`config.mk`:
```
export PLATFORM = sky130hd
export DESIGN_NAME = mesi_line_ctrl
export DESIGN_NICKNAME = d
export VERILOG_FILES = /design/src/rtl/mesi_pkg.sv /design/src/rtl/mesi_tag_store.sv /design/src/rtl/mesi_snoop_unit.sv /design/src/rtl/mesi_local_fsm.sv /design/src/rtl/mesi_line_ctrl.sv
export SDC_FILE = /design/constraint.sdc
export NUM_CORES = 1
export LEC_CHECK = 0
export CAP_MARGIN = 20
export CORE_MARGIN = 2
export CORE_UTILIZATION = 47
export DETAILED_ROUTE_END_ITERATION = 16
export GPL_TIMING_DRIVEN = 0
export PLACE_DENSITY_LB_ADDON = 0.08
export SLEW_MARGIN = 20
export SYNTH_ARGS = -nofsm -noshare
export SYNTH_HDL_FRONTEND = slang
export SYNTH_SLANG_ARGS = --single-unit
```
`constraint.sdc`:
```
create_clock -name clk -period 4 [get_ports clk]
set_input_delay 0.4 -clock clk [delete_from_list [all_inputs] [get_ports clk]]
set_output_delay 0.4 -clock clk [all_outputs]
set_load 0.005 [all_outputs]
```
`src/rtl/mesi_pkg.sv`:
```
package mesi_pkg;

    typedef enum logic [1:0] {
        LN_I = 2'd0,
        LN_S = 2'd1,
        LN_E = 2'd2,
        LN_M = 2'd3
    } line_st_e;

    typedef enum logic [1:0] {
        BC_RD  = 2'd0,
        BC_RDX = 2'd1,
        BC_INV = 2'd2,
        BC_WB  = 2'd3
    } bus_cmd_e;

    typedef enum logic {
        FS_IDLE = 1'b0,
        FS_ACT  = 1'b1
    } fsm_e;

    // state a line takes after another cache's transaction hits it
    function automatic line_st_e snoop_next(line_st_e st, bus_cmd_e cmd);
        line_st_e nx;
        nx = st;
        case (cmd)
            BC_RD:          nx = (st == LN_I) ? LN_I : LN_S;
            BC_RDX, BC_INV: nx = LN_I;
            default:        nx = st;
        endcase
        return nx;
    endfunction

    // dirty data must leave this cache
    function automatic logic snoop_supply(line_st_e st, bus_cmd_e cmd);
        return (st == LN_M) && (cmd != BC_WB);
    endfunction

endpackage

```
`src/rtl/mesi_tag_store.sv`:
```
module mesi_tag_store
    import mesi_pkg::*;
#(
    parameter int IDX_W = 3,
    parameter int TAG_W = 9
) (
    input  logic             clk,
    input  logic             rst,
    input  logic [IDX_W-1:0] rd0_idx_i,
    output logic [TAG_W-1:0] rd0_tag_o,
    output line_st_e         rd0_st_o,
    input  logic [IDX_W-1:0] rd1_idx_i,
    output logic [TAG_W-1:0] rd1_tag_o,
    output line_st_e         rd1_st_o,
    input  logic             wr_en_i,
    input  logic             wr_tag_en_i,
    input  logic [IDX_W-1:0] wr_idx_i,
    input  logic [TAG_W-1:0] wr_tag_i,
    input  line_st_e         wr_st_i
);
    localparam int LINES = 1 << IDX_W;

    logic [TAG_W-1:0] tag_arr [LINES];
    line_st_e         st_arr  [LINES];

    for (genvar i = 0; i < LINES; i++) begin : g_line
        logic [TAG_W-1:0] tag_q;
        line_st_e         st_q;
        logic             sel;
        assign sel = wr_en_i && (wr_idx_i == IDX_W'(i));
        always_ff @(posedge clk) begin
            if (rst) begin
                tag_q <= '0;
                st_q  <= LN_I;
            end else if (sel) begin
                st_q <= wr_st_i;
                if (wr_tag_en_i) tag_q <= wr_tag_i;
            end
        end
        assign tag_arr[i] = tag_q;
        assign st_arr[i]  = st_q;
    end

    assign rd0_tag_o = tag_arr[rd0_idx_i];
    assign rd0_st_o  = st_arr[rd0_idx_i];
    assign rd1_tag_o = tag_arr[rd1_idx_i];
    assign rd1_st_o  = st_arr[rd1_idx_i];
endmodule

```
`src/rtl/mesi_snoop_unit.sv`:
```
module mesi_snoop_unit
    import mesi_pkg::*;
#(
    parameter int TAG_W = 9
) (
    input  logic             clk,
    input  logic             rst,
    input  logic             snp_valid_i,
    input  bus_cmd_e         snp_cmd_i,
    input  logic [TAG_W-1:0] snp_tag_i,
    input  logic [TAG_W-1:0] line_tag_i,
    input  line_st_e         line_st_i,
    output logic             wr_en_o,
    output line_st_e         wr_st_o,
    output logic             shared_o,
    output logic             supply_o
);
    logic snp_hit;

    assign snp_hit = snp_valid_i && (line_st_i != LN_I) && (line_tag_i == snp_tag_i);
    assign wr_st_o = snoop_next(line_st_i, snp_cmd_i);
    assign wr_en_o = snp_hit && (wr_st_o != line_st_i);

    always_ff @(posedge clk) begin
        if (rst) begin
            shared_o <= 1'b0;
            supply_o <= 1'b0;
        end else begin
            shared_o <= snp_hit && (snp_cmd_i == BC_RD);
            supply_o <= snp_hit && snoop_supply(line_st_i, snp_cmd_i);
        end
    end


    supply_src_chk: assert property (@(posedge clk) disable iff (rst)
        supply_o |-> $past(snp_valid_i && snp_cmd_i != BC_WB));


    shared_src_chk: assert property (@(posedge clk) disable iff (rst)
        shared_o |-> $past(snp_valid_i && snp_cmd_i == BC_RD));
endmodule

```
`src/rtl/mesi_local_fsm.sv`:
```
module mesi_local_fsm
    import mesi_pkg::*;
#(
    parameter int IDX_W = 3,
    parameter int TAG_W = 9
) (
    input  logic                   clk,
    input  logic                   rst,
    input  logic                   req_valid_i,
    input  logic                   req_write_i,
    input  logic [TAG_W+IDX_W-1:0] req_addr_i,
    input  logic                   snp_busy_i,
    output logic [IDX_W-1:0]       look_idx_o,
    input  logic [TAG_W-1:0]       line_tag_i,
    input  line_st_e               line_st_i,
    output logic                   lcl_ready_o,
    output logic                   bus_req_o,
    output bus_cmd_e               bus_cmd_o,
    output logic [TAG_W+IDX_W-1:0] bus_addr_o,
    input  logic                   bus_gnt_i,
    input  logic                   bus_shared_i,
    output logic                   wr_en_o,
    output logic                   wr_tag_en_o,
    output logic [TAG_W-1:0]       wr_tag_o,
    output line_st_e               wr_st_o,
    output logic                   resp_valid_o,
    output logic                   resp_hit_o
);
    fsm_e             fsm_q;
    logic [IDX_W-1:0] idx_q;
    logic [TAG_W-1:0] tag_q;
    logic             wr_q, hit_q;
    logic [TAG_W-1:0] cur_tag;
    logic             act, go, lk_hit, need_bus, done;

    assign act         = (fsm_q == FS_ACT);
    assign go          = act && !snp_busy_i;
    assign cur_tag     = act ? tag_q : req_addr_i[TAG_W+IDX_W-1:IDX_W];
    assign look_idx_o  = act ? idx_q : req_addr_i[IDX_W-1:0];
    assign lk_hit      = (line_st_i != LN_I) && (line_tag_i == cur_tag);
    assign lcl_ready_o = !act && !snp_busy_i;
    assign bus_req_o   = act && need_bus;
    assign wr_tag_o    = tag_q;

    // bus command follows the line state seen now
    always_comb begin
        need_bus   = 1'b0;
        bus_cmd_o  = BC_RD;
        bus_addr_o = {cur_tag, look_idx_o};
        if (lk_hit) begin
            if (wr_q && line_st_i == LN_S) begin
                need_bus  = 1'b1;
                bus_cmd_o = BC_INV;
            end
        end else if (line_st_i == LN_M) begin
            need_bus   = 1'b1;
            bus_cmd_o  = BC_WB;
            bus_addr_o = {line_tag_i, look_idx_o};
        end else begin
            need_bus  = 1'b1;
            bus_cmd_o = wr_q ? BC_RDX : BC_RD;
        end
    end

    always_comb begin
        wr_en_o     = 1'b0;
        wr_tag_en_o = 1'b0;
        wr_st_o     = LN_I;
        done        = 1'b0;
        if (go) begin
            if (!need_bus) begin
                done = 1'b1;
                if (wr_q) begin
                    wr_en_o = 1'b1;
                    wr_st_o = LN_M;
                end
            end else if (bus_gnt_i) begin
                wr_en_o = 1'b1;
                case (bus_cmd_o)
                    BC_WB:  wr_st_o = LN_I;
                    BC_RD: begin
                        wr_tag_en_o = 1'b1;
                        wr_st_o     = bus_shared_i ? LN_S : LN_E;
                        done        = 1'b1;
                    end
                    BC_RDX: begin
                        wr_tag_en_o = 1'b1;
                        wr_st_o     = LN_M;
                        done        = 1'b1;
                    end
                    default: begin
                        wr_st_o = LN_M;
                        done    = 1'b1;
                    end
                endcase
            end
        end
    end

    always_ff @(posedge clk) begin
        if (rst) begin
            fsm_q        <= FS_IDLE;
            idx_q        <= '0;
            tag_q        <= '0;
            wr_q         <= 1'b0;
            hit_q        <= 1'b0;
            resp_valid_o <= 1'b0;
            resp_hit_o   <= 1'b0;
        end else begin
            resp_valid_o <= 1'b0;
            if (!act) begin
                if (req_valid_i && lcl_ready_o) begin
                    idx_q <= req_addr_i[IDX_W-1:0];
                    tag_q <= req_addr_i[TAG_W+IDX_W-1:IDX_W];
                    wr_q  <= req_write_i;
                    hit_q <= lk_hit;
                    fsm_q <= FS_ACT;
                end
            end else if (done) begin
                fsm_q        <= FS_IDLE;
                resp_valid_o <= 1'b1;
                resp_hit_o   <= hit_q;
            end
        end
    end


    req_hold_chk: assert property (@(posedge clk) disable iff (rst)
        (bus_req_o && !(bus_gnt_i && !snp_busy_i)) |=> bus_req_o);


    resp_idle_chk: assert property (@(posedge clk) disable iff (rst)
        resp_valid_o |-> (lcl_ready_o || snp_busy_i));
endmodule

```
`src/rtl/mesi_line_ctrl.sv`:
```
module mesi_line_ctrl
    import mesi_pkg::*;
#(
    parameter int ADDR_W = 12,
    parameter int IDX_W  = 3
) (
    input  logic              clk,
    input  logic              rst,
    input  logic              lcl_req_valid,
    input  logic              lcl_req_write,
    input  logic [ADDR_W-1:0] lcl_req_addr,
    output logic              lcl_ready,
    output logic              lcl_resp_valid,
    output logic              lcl_resp_hit,
    output logic              bus_req,
    output logic [1:0]        bus_cmd,
    output logic [ADDR_W-1:0] bus_addr,
    input  logic              bus_gnt,
    input  logic              bus_shared_in,
    input  logic              snp_valid,
    input  logic [1:0]        snp_cmd,
    input  logic [ADDR_W-1:0] snp_addr,
    output logic              snp_shared_out,
    output logic              snp_supply_out
);
    localparam int TAG_W = ADDR_W - IDX_W;

    logic [IDX_W-1:0] lk_idx;
    logic [TAG_W-1:0] lk_tag, sp_tag, l_wr_tag;
    line_st_e         lk_st, sp_st, l_wr_st, s_wr_st, wr_st;
    logic             l_wr_en, l_wr_tag_en, s_wr_en;
    logic             wr_en, wr_tag_en;
    logic [IDX_W-1:0] wr_idx;
    bus_cmd_e         l_cmd;

    assign bus_cmd   = l_cmd;
    assign wr_en     = snp_valid ? s_wr_en : l_wr_en;
    assign wr_tag_en = !snp_valid && l_wr_tag_en;
    assign wr_idx    = snp_valid ? snp_addr[IDX_W-1:0] : lk_idx;
    assign wr_st     = snp_valid ? s_wr_st : l_wr_st;

    mesi_tag_store #(.IDX_W(IDX_W), .TAG_W(TAG_W)) u_store (
        .clk(clk), .rst(rst),
        .rd0_idx_i(lk_idx), .rd0_tag_o(lk_tag), .rd0_st_o(lk_st),
        .rd1_idx_i(snp_addr[IDX_W-1:0]), .rd1_tag_o(sp_tag), .rd1_st_o(sp_st),
        .wr_en_i(wr_en), .wr_tag_en_i(wr_tag_en), .wr_idx_i(wr_idx),
        .wr_tag_i(l_wr_tag), .wr_st_i(wr_st)
    );

    mesi_snoop_unit #(.TAG_W(TAG_W)) u_snoop (
        .clk(clk), .rst(rst),
        .snp_valid_i(snp_valid), .snp_cmd_i(bus_cmd_e'(snp_cmd)),
        .snp_tag_i(snp_addr[ADDR_W-1:IDX_W]),
        .line_tag_i(sp_tag), .line_st_i(sp_st),
        .wr_en_o(s_wr_en), .wr_st_o(s_wr_st),
        .shared_o(snp_shared_out), .supply_o(snp_supply_out)
    );

    mesi_local_fsm #(.IDX_W(IDX_W), .TAG_W(TAG_W)) u_local (
        .clk(clk), .rst(rst),
        .req_valid_i(lcl_req_valid), .req_write_i(lcl_req_write), .req_addr_i(lcl_req_addr),
        .snp_busy_i(snp_valid),
        .look_idx_o(lk_idx), .line_tag_i(lk_tag), .line_st_i(lk_st),
        .lcl_ready_o(lcl_ready),
        .bus_req_o(bus_req), .bus_cmd_o(l_cmd), .bus_addr_o(bus_addr),
        .bus_gnt_i(bus_gnt), .bus_shared_i(bus_shared_in),
        .wr_en_o(l_wr_en), .wr_tag_en_o(l_wr_tag_en), .wr_tag_o(l_wr_tag), .wr_st_o(l_wr_st),
        .resp_valid_o(lcl_resp_valid), .resp_hit_o(lcl_resp_hit)
    );


    wr_excl_chk: assert property (@(posedge clk) disable iff (rst)
        $onehot0({s_wr_en && snp_valid, l_wr_en}));


    rst_quiet_chk: assert property (@(posedge clk)
        $past(rst) |-> !(lcl_resp_valid || snp_shared_out || snp_supply_out));
endmodule

```
# == Word-level counts from Yosys, hierarchy flattened ==
# Index checks and enable logic that the tools add are counted.
# totals
inputBits,33
mem_bits_rw,0
latch_bits,0
reg_bits,107
rom_bits,0
output_inout_bits,20
mem_count,0
# op_classes
n_reduce_logical,42
n_addsub,0
order_cmp,2
n_eq_ne,18
bitwise_logic,3
multipliers,0
muxes,49
div_mod_pow,0
shift,0
# op_table
operator,count
binary-select mux 9 bit (select 3 bit),2
2-to-1 mux 9 bit,5
2-to-1 mux 2 bit,13
2-to-1 mux 12 bit,2
logical AND 1 bit,21
2-to-1 mux 1 bit,21
AND reduction 2 bit,10
equality test 9 bit,2
binary-select mux 2 bit (select 3 bit),2
equality test 3 bit (second input constant),4
equality test 2 bit (second input constant),4
greater-or-equal comparator 4 bit (second input constant),2
NOT 3 -> 4 bit,2
one-hot mux 2 bit (2 select lines),2
equality test 2 x 1 -> 1 bit (second input constant),3
equality test 3 x 2 -> 1 bit (second input constant),2
logical NOT 2 bit,3
2-to-1 mux 3 bit,2
OR reduction 2 bit,3
nonzero test 2 bit,2
equality test 3 x 1 -> 1 bit (second input constant),1
logical NOT 3 bit,1
logical NOT 1 bit,2
inequality test 2 bit,1
other kinds (2),2

# == Depth between registers and ports, before layout ==
# depth
depth_word,17
ltp_mapped,17

# == Modules after synthesis ==
# Synthesis repeated with hierarchy kept, for this count alone.
# unflattened
cells_unflattened,576
area_unflattened_um2,6397.4
# by_module_without_submodules
module,instances,cells_each,seq_area_each_um2,area_each_um2
mesi_tag_store,1,401,1761.7,4948.5
mesi_local_fsm,1,140,340.3,1121.1
mesi_snoop_unit,1,27,40.0,217.7
mesi_line_ctrl,1,8,0.0,110.1

# == Worst setup path before layout ==
# Ideal clock, no wire load.
# synth_path
kind,reg2reg
from,"register u_local.fsm_q, in the netlist u_local.act"
to,register u_store.g_line[5].st_q[0]
slack_ns,0.739
setup_time_ns,0.086
path_buffers,2
t_required_ns,3.914
stages_incl_launch_ff,11
arrival_ns,3.176
path_cell_list,dfxtp_1 buf_6 mux2i_1 buf_2 mux4_2 a222oi_1 nand2_1 a41o_1 o41ai_4 nor2b_1 a211oi_1
# synth_between
elab_chain_len,15
# synth_rtl
element,line,text
from (decl),mesi_local_fsm.sv:29,fsm_e fsm_q;
from (signal assigned),mesi_local_fsm.sv:102,fsm_q <= FS_IDLE;
from (signal assigned),mesi_local_fsm.sv:117,fsm_q <= FS_ACT;
from (signal assigned),mesi_local_fsm.sv:120,fsm_q <= FS_IDLE;
2-to-1 mux 3 bit,mesi_local_fsm.sv:39,assign look_idx_o = act ? idx_q : req_addr_i[IDX_W-1:0];
NOT 3 -> 4 bit (implied by the code),"mesi_tag_store.sv:44, mesi_tag_store.sv:45",
binary-select mux 2 bit (select 3 bit),mesi_tag_store.sv:45,assign rd0_st_o = st_arr[rd0_idx_i];
2-to-1 mux 2 bit (implied by the code) (2 in a row),mesi_tag_store.sv:45,
equality test 2 x 1 -> 1 bit,mesi_local_fsm.sv:51,if (wr_q && line_st_i == LN_S) begin
logical AND 1 bit,mesi_local_fsm.sv:51,
2-to-1 mux 2 bit,mesi_local_fsm.sv:51,
2-to-1 mux 2 bit,mesi_local_fsm.sv:50,if (lk_hit) begin
equality test 2 bit / logical NOT 2 bit (equally long branches),mesi_local_fsm.sv:79,case (bus_cmd_o)
one-hot mux 2 bit (2 select lines),mesi_local_fsm.sv:79,
2-to-1 mux 2 bit,mesi_local_fsm.sv:77,end else if (bus_gnt_i) begin
2-to-1 mux 2 bit,mesi_local_fsm.sv:71,if (!need_bus) begin
2-to-1 mux 2 bit,mesi_local_fsm.sv:70,if (go) begin
2-to-1 mux 2 bit,mesi_line_ctrl.sv:40,assign wr_st = snp_valid ? s_wr_st : l_wr_st;
to (signal assigned),mesi_tag_store.sv:36,st_q <= wr_st_i;
to (decl),mesi_tag_store.sv:28,line_st_e st_q;
# Several ways; a longest one is shown, not always the timed one. The select of a mux whose other input is x is not followed.
# A chain may end at the register's enable or synchronous reset.

# == Worst setup path in the final report ==
# layout_path
from,"register u_local.fsm_q, in the netlist u_local.act"
to,output port bus_addr[5]
# layout_between
elab_chain_len,8
# layout_rtl
element,line,text
2-to-1 mux 3 bit,mesi_local_fsm.sv:39,
NOT 3 -> 4 bit (implied by the code),"mesi_tag_store.sv:44, mesi_tag_store.sv:45",
binary-select mux 9 bit (select 3 bit) / binary-select mux 2 bit (select 3 bit) (equally long branches),"mesi_tag_store.sv:44, mesi_tag_store.sv:45",
2-to-1 mux 9 bit (implied by the code) / 2-to-1 mux 2 bit (equally long branches) (2 in a row),"mesi_tag_store.sv:44, mesi_tag_store.sv:45",
"equality test 9 bit, or another cell as far along",mesi_local_fsm.sv:40,assign lk_hit = (line_st_i != LN_I) && (line_tag_i == cur_tag);
logical AND 1 bit / 2-to-1 mux 12 bit (equally long branches),"mesi_local_fsm.sv:40, mesi_local_fsm.sv:55",
2-to-1 mux 12 bit *,mesi_local_fsm.sv:50,
to (decl),mesi_line_ctrl.sv:17,"output logic [ADDR_W-1:0] bus_addr,"
# Mark *: on every way between the ends. The rest lies on a longest branch, timed or not. The select of a mux whose other input is x is not followed.

==> summary.txt <==
Run status
  • Outcome: completed

Setup path
  • CP Class: reg -> out
  • RR Endpoint: u_store.g_line[4].st_q[1]$_SDFFE_PP0P_
  • Reg2Reg Launch Point: u_local.act$_SDFF_PP0_
  • CP Capture Type: output port
  • Cells on worst reg2reg path: 17
  • Required @ worst endpoint: 3.60 ns
  • Setup slack, reg-to-reg: 0.12 ns
  • CP arrival: 3.58 ns
  • Critical Path, Cell by Cell: buf_8 -> mux2i_4 -> buf_12 -> inv_12 -> buf_4 -> mux4_2 -> o21ai_0 -> o311ai_2 -> a2111oi_4 -> and4_4 -> buf_6 -> nand3_4 -> nand2b_4 -> buf_6 -> buf_4 -> a21oi_1 -> clkbuf_2
  • Crit start category: flop
  • Slowest stage delay, CP: 0.44 ns
  • Worst path slowest cell: mux4_2
  • Critical path fanouts, max: 8

STA
  • Tcrit/Tclk final: 99.55%
  • Final hold violation count: 0
  • Worst slew margin: 26.31%
  • Fin. max-slew vios: 0
  • Unrepaired setup endpoints after global routing: yes
  • # setup viols final: 0
  • Tmin final: 3.982 ns
  • Worst-margin pin slew: 1.102 ns
  • Setup WS post-layout: 0.01784 ns
  • Fmax: 251.1 MHz
  • Clk_skew: 0.007269 ns

Final layout
  • Final Core Density: 59.30%
  • Design Area, Final: 7915 um2
  • Most common cell after layout, fill and taps aside: mux2i_1
  • Share of cells above drive strength 1: 19.04%
  • Nets: 837
  • P&R area growth vs syn: 22.64%
  • Fin cells: 985
  • Most frequent cells in the layout: 111 x mux2i_1, 106 x dfxtp_1, 95 x nor2_1
  • N_diodes: 0

Min path
  • Depth of the worst hold-timing path: 3
  • Hold crit path type: in -> reg
  • Hold path start: lcl_req_addr[1]
  • Hold Crit Endpoint: u_local.idx_q[1]$_SDFFE_PP0P_

Detailed routing
  • Drt pass-1 iters: 5
  • WL final: 22.25 mm
  • Post-DR wirelength/cell: 22.59 um
  • Drt via density: 6.095
  • Drt drc: 0
  • Vias: 6,004
  • Initial drt markers: 729
  • DRT antenna net count: 0

Flow run
  • Maxcap violations: 0

Pwr
  • Pwr per Cell Area: 311.3 nW/um2
  • Comb power frac: 18.3%
  • P_leak: 3.355 nW
  • Peak VDD IR: 0.2128 mV
  • Int Pwr: 0.001743 W
  • Switch share: 29.27%
  • Clock power share: 37.9%
  • Psw: 0.0007213 W
  • Power, Total: 0.002464 W
  • Sequential share of power: 43.8%

Synthesis
  • Ys Warns: 0
  • Syn_area_per_cell: 9.001 um2
  • Fraction of synthesis flops using an asynchronous set or reset pin: 0%
  • Synth top area share: 33.19%
  • Syn Nets: 750
  • Largest cells by area after synthesis: dfxtp_1 33%, mux2i_1 18%, mux4_2 11%
  • Flops & latches, synth: 107
  • Register area share after synthesis: 33.19%
  • Cell area after synthesis: 6454 um2
  • Synth area leader: dfxtp_1
  • Post-synthesis cell type count: 54
  • Post-synth EDFFs: 0
  • Mapped Cells: 717
  • Most used DFF post-synth: dfxtp_1

CTS
  • Quantity of hold-fixing buffers added after cts: 0
  • CTS Buf Count: 9
  • Root buf cell: clkbuf_16
  • CTS tree: built
  • CTS max path bufs: 2
  • Clk Latency, worst-skew pair: 0.36 ns
  • Clk slew on worst S/H paths: 0.08 ns
  • Htree depth: 3
  • CTS Sinks: 107

Global routing
  • All-Layer GR Usage: 30.69%
  • Number of global-route vias before repair: 5,805
  • First-pass GRT wire length: 33.44 mm
  • Initial antenna violation count: 0
  • GRT Residual Overflow: 0
  • Largest net degree at the start of global routing: 19

Place
  • Dpl ws: -1.229 ns
  • Port-buffer cells: 48
  • RePlAce Congestion: 0.9663
  • Placed cell count: 941
  • Placed inst area: 7162 um2
  • DPL Wire Length: 15.98 mm

Die
  • Core Region: 13,350 um2
  • Boundary Pins: 53
  • Site row count: 42
  • Starting Density: 48.35%
  • Die X: 121.2 um
  • Die ar.: 14,680 um2
  • Die Ht: 121.2 um
[synth_stat cells (all sizes together), types with 3 or more instances]
library cell and count:
mux2i 119, dfxtp 107, nor2 97, nand2 73
a21oi 44, clkbuf 40, mux4 31, nand3 28
buf 24, and3 16, inv 15, xnor2 13
a311oi 12, o21ai 11, nor3 10, a31oi 7
nor3b 7, nand2b 6, nor4 6, a211oi 5
o32ai 5, and2 3, mux2 3, nand4 3
nor2b 3, o31ai 3
[per-stage QoR]
| step | setup TNS [ns] | hold WS (ns) |
|---|---|---|
| 6_report | 0 | 0.4068 |
| 5_1_grt | -0.1238 | 0.4331 |
| 4_1_cts | -0.05727 | 0.4586 |
| 3_5_place_dp | -73.10 | 0.4824 |
| 3_3_place_gp | -72.95 | 0.4716 |
| 2_1_floorplan | 0 | 0.4542 |
[power groups by stage]
stage                     clock network (W)  logic, W  registers [W]
after floorplan                           0  0.000230        0.00110
after global placement                    0  0.000383        0.00110
after detailed placement                  0  0.000386        0.00110
after CTS                          0.000940  0.000421        0.00108
after global routing               0.000981  0.000476        0.00108
final                              0.000933  0.000452        0.00108
[worst max-delay path by stage]
stage / from / end / cells past startpoint / slack (ns)
2_1_floorplan: u_local.act$_SDFF_PP0_ / u_store.g_line[5].st_q[0]$_SDFFE_PP0P_ / 10 / 0.74
3_3_place_gp: lcl_req_addr[0] / bus_addr[4] / 14 / -1.22
3_5_place_dp: lcl_req_addr[0] / bus_addr[4] / 14 / -1.23
4_1_cts: u_local.act$_SDFF_PP0_ / bus_addr[5] / 17 / -0.06
5_1_grt: u_local.act$_SDFF_PP0_ / bus_addr[5] / 17 / -0.05
6_report: u_local.act$_SDFF_PP0_ / bus_addr[5] / 17 / 0.02
[layout make-up]
class / count / area, um2
plain buffers: 63 / 336.6
clock buffers: 9 / 225.2
inverters: 15 / 71.32
well taps: 176 / 220.2
fillers: 1199 / 5433
flip-flops and latches: 107 / 2143
multi-input cells: 531 / 4177
repair buffers: 77 / 666.9
clock inverters: 7 / 75.07
[per-layer routing]
metal | global-route usage (%) | up-vias | wire [um]
met1 | 40.02 | 2924 | 9381
met3 | 5.310 | 61 | 1610
met4 | 14.66 | 0 | 913
li1 | - | 2762 | -
met2 | 49.40 | 257 | 10340
met5 | 0 | - | 0
[worst max-delay path: cells and delay by family (launching register included)]
family                 cells  cell delay (ns)
and+or+nand+nor            3             0.51
muxes                      2             0.68
AOI/OAI and AO/OA          4             0.74
buffers and inverters      8             0.95
DFF                        1             0.33
[flip-flops by register name (all words and copies together), names as in the netlist, 3 cells and up]
register / flops
u_local.idx_q: 3
u_store.g_line.st_q: 16
u_store.g_line.tag_q: 72
u_local.wr_tag_o: 9
[kinds of logic after synthesis]
group	synth area share, %
simple gates	18.05
mux	29.99
flops	33.19
xor+xnor	2.036
compound gates	11.46
buf+inv	5.273
[repair_timing]
action | 4_1_cts | 5_1_grt
endpoints found under the setup margin | 102 | 28
setup buffers | 19 | 10
gates resized for setup | 60 | 48
pin swaps | 7 | 12
endpoints found under the hold margin | 0 | 0
Power figures use the tool's default switching activity.
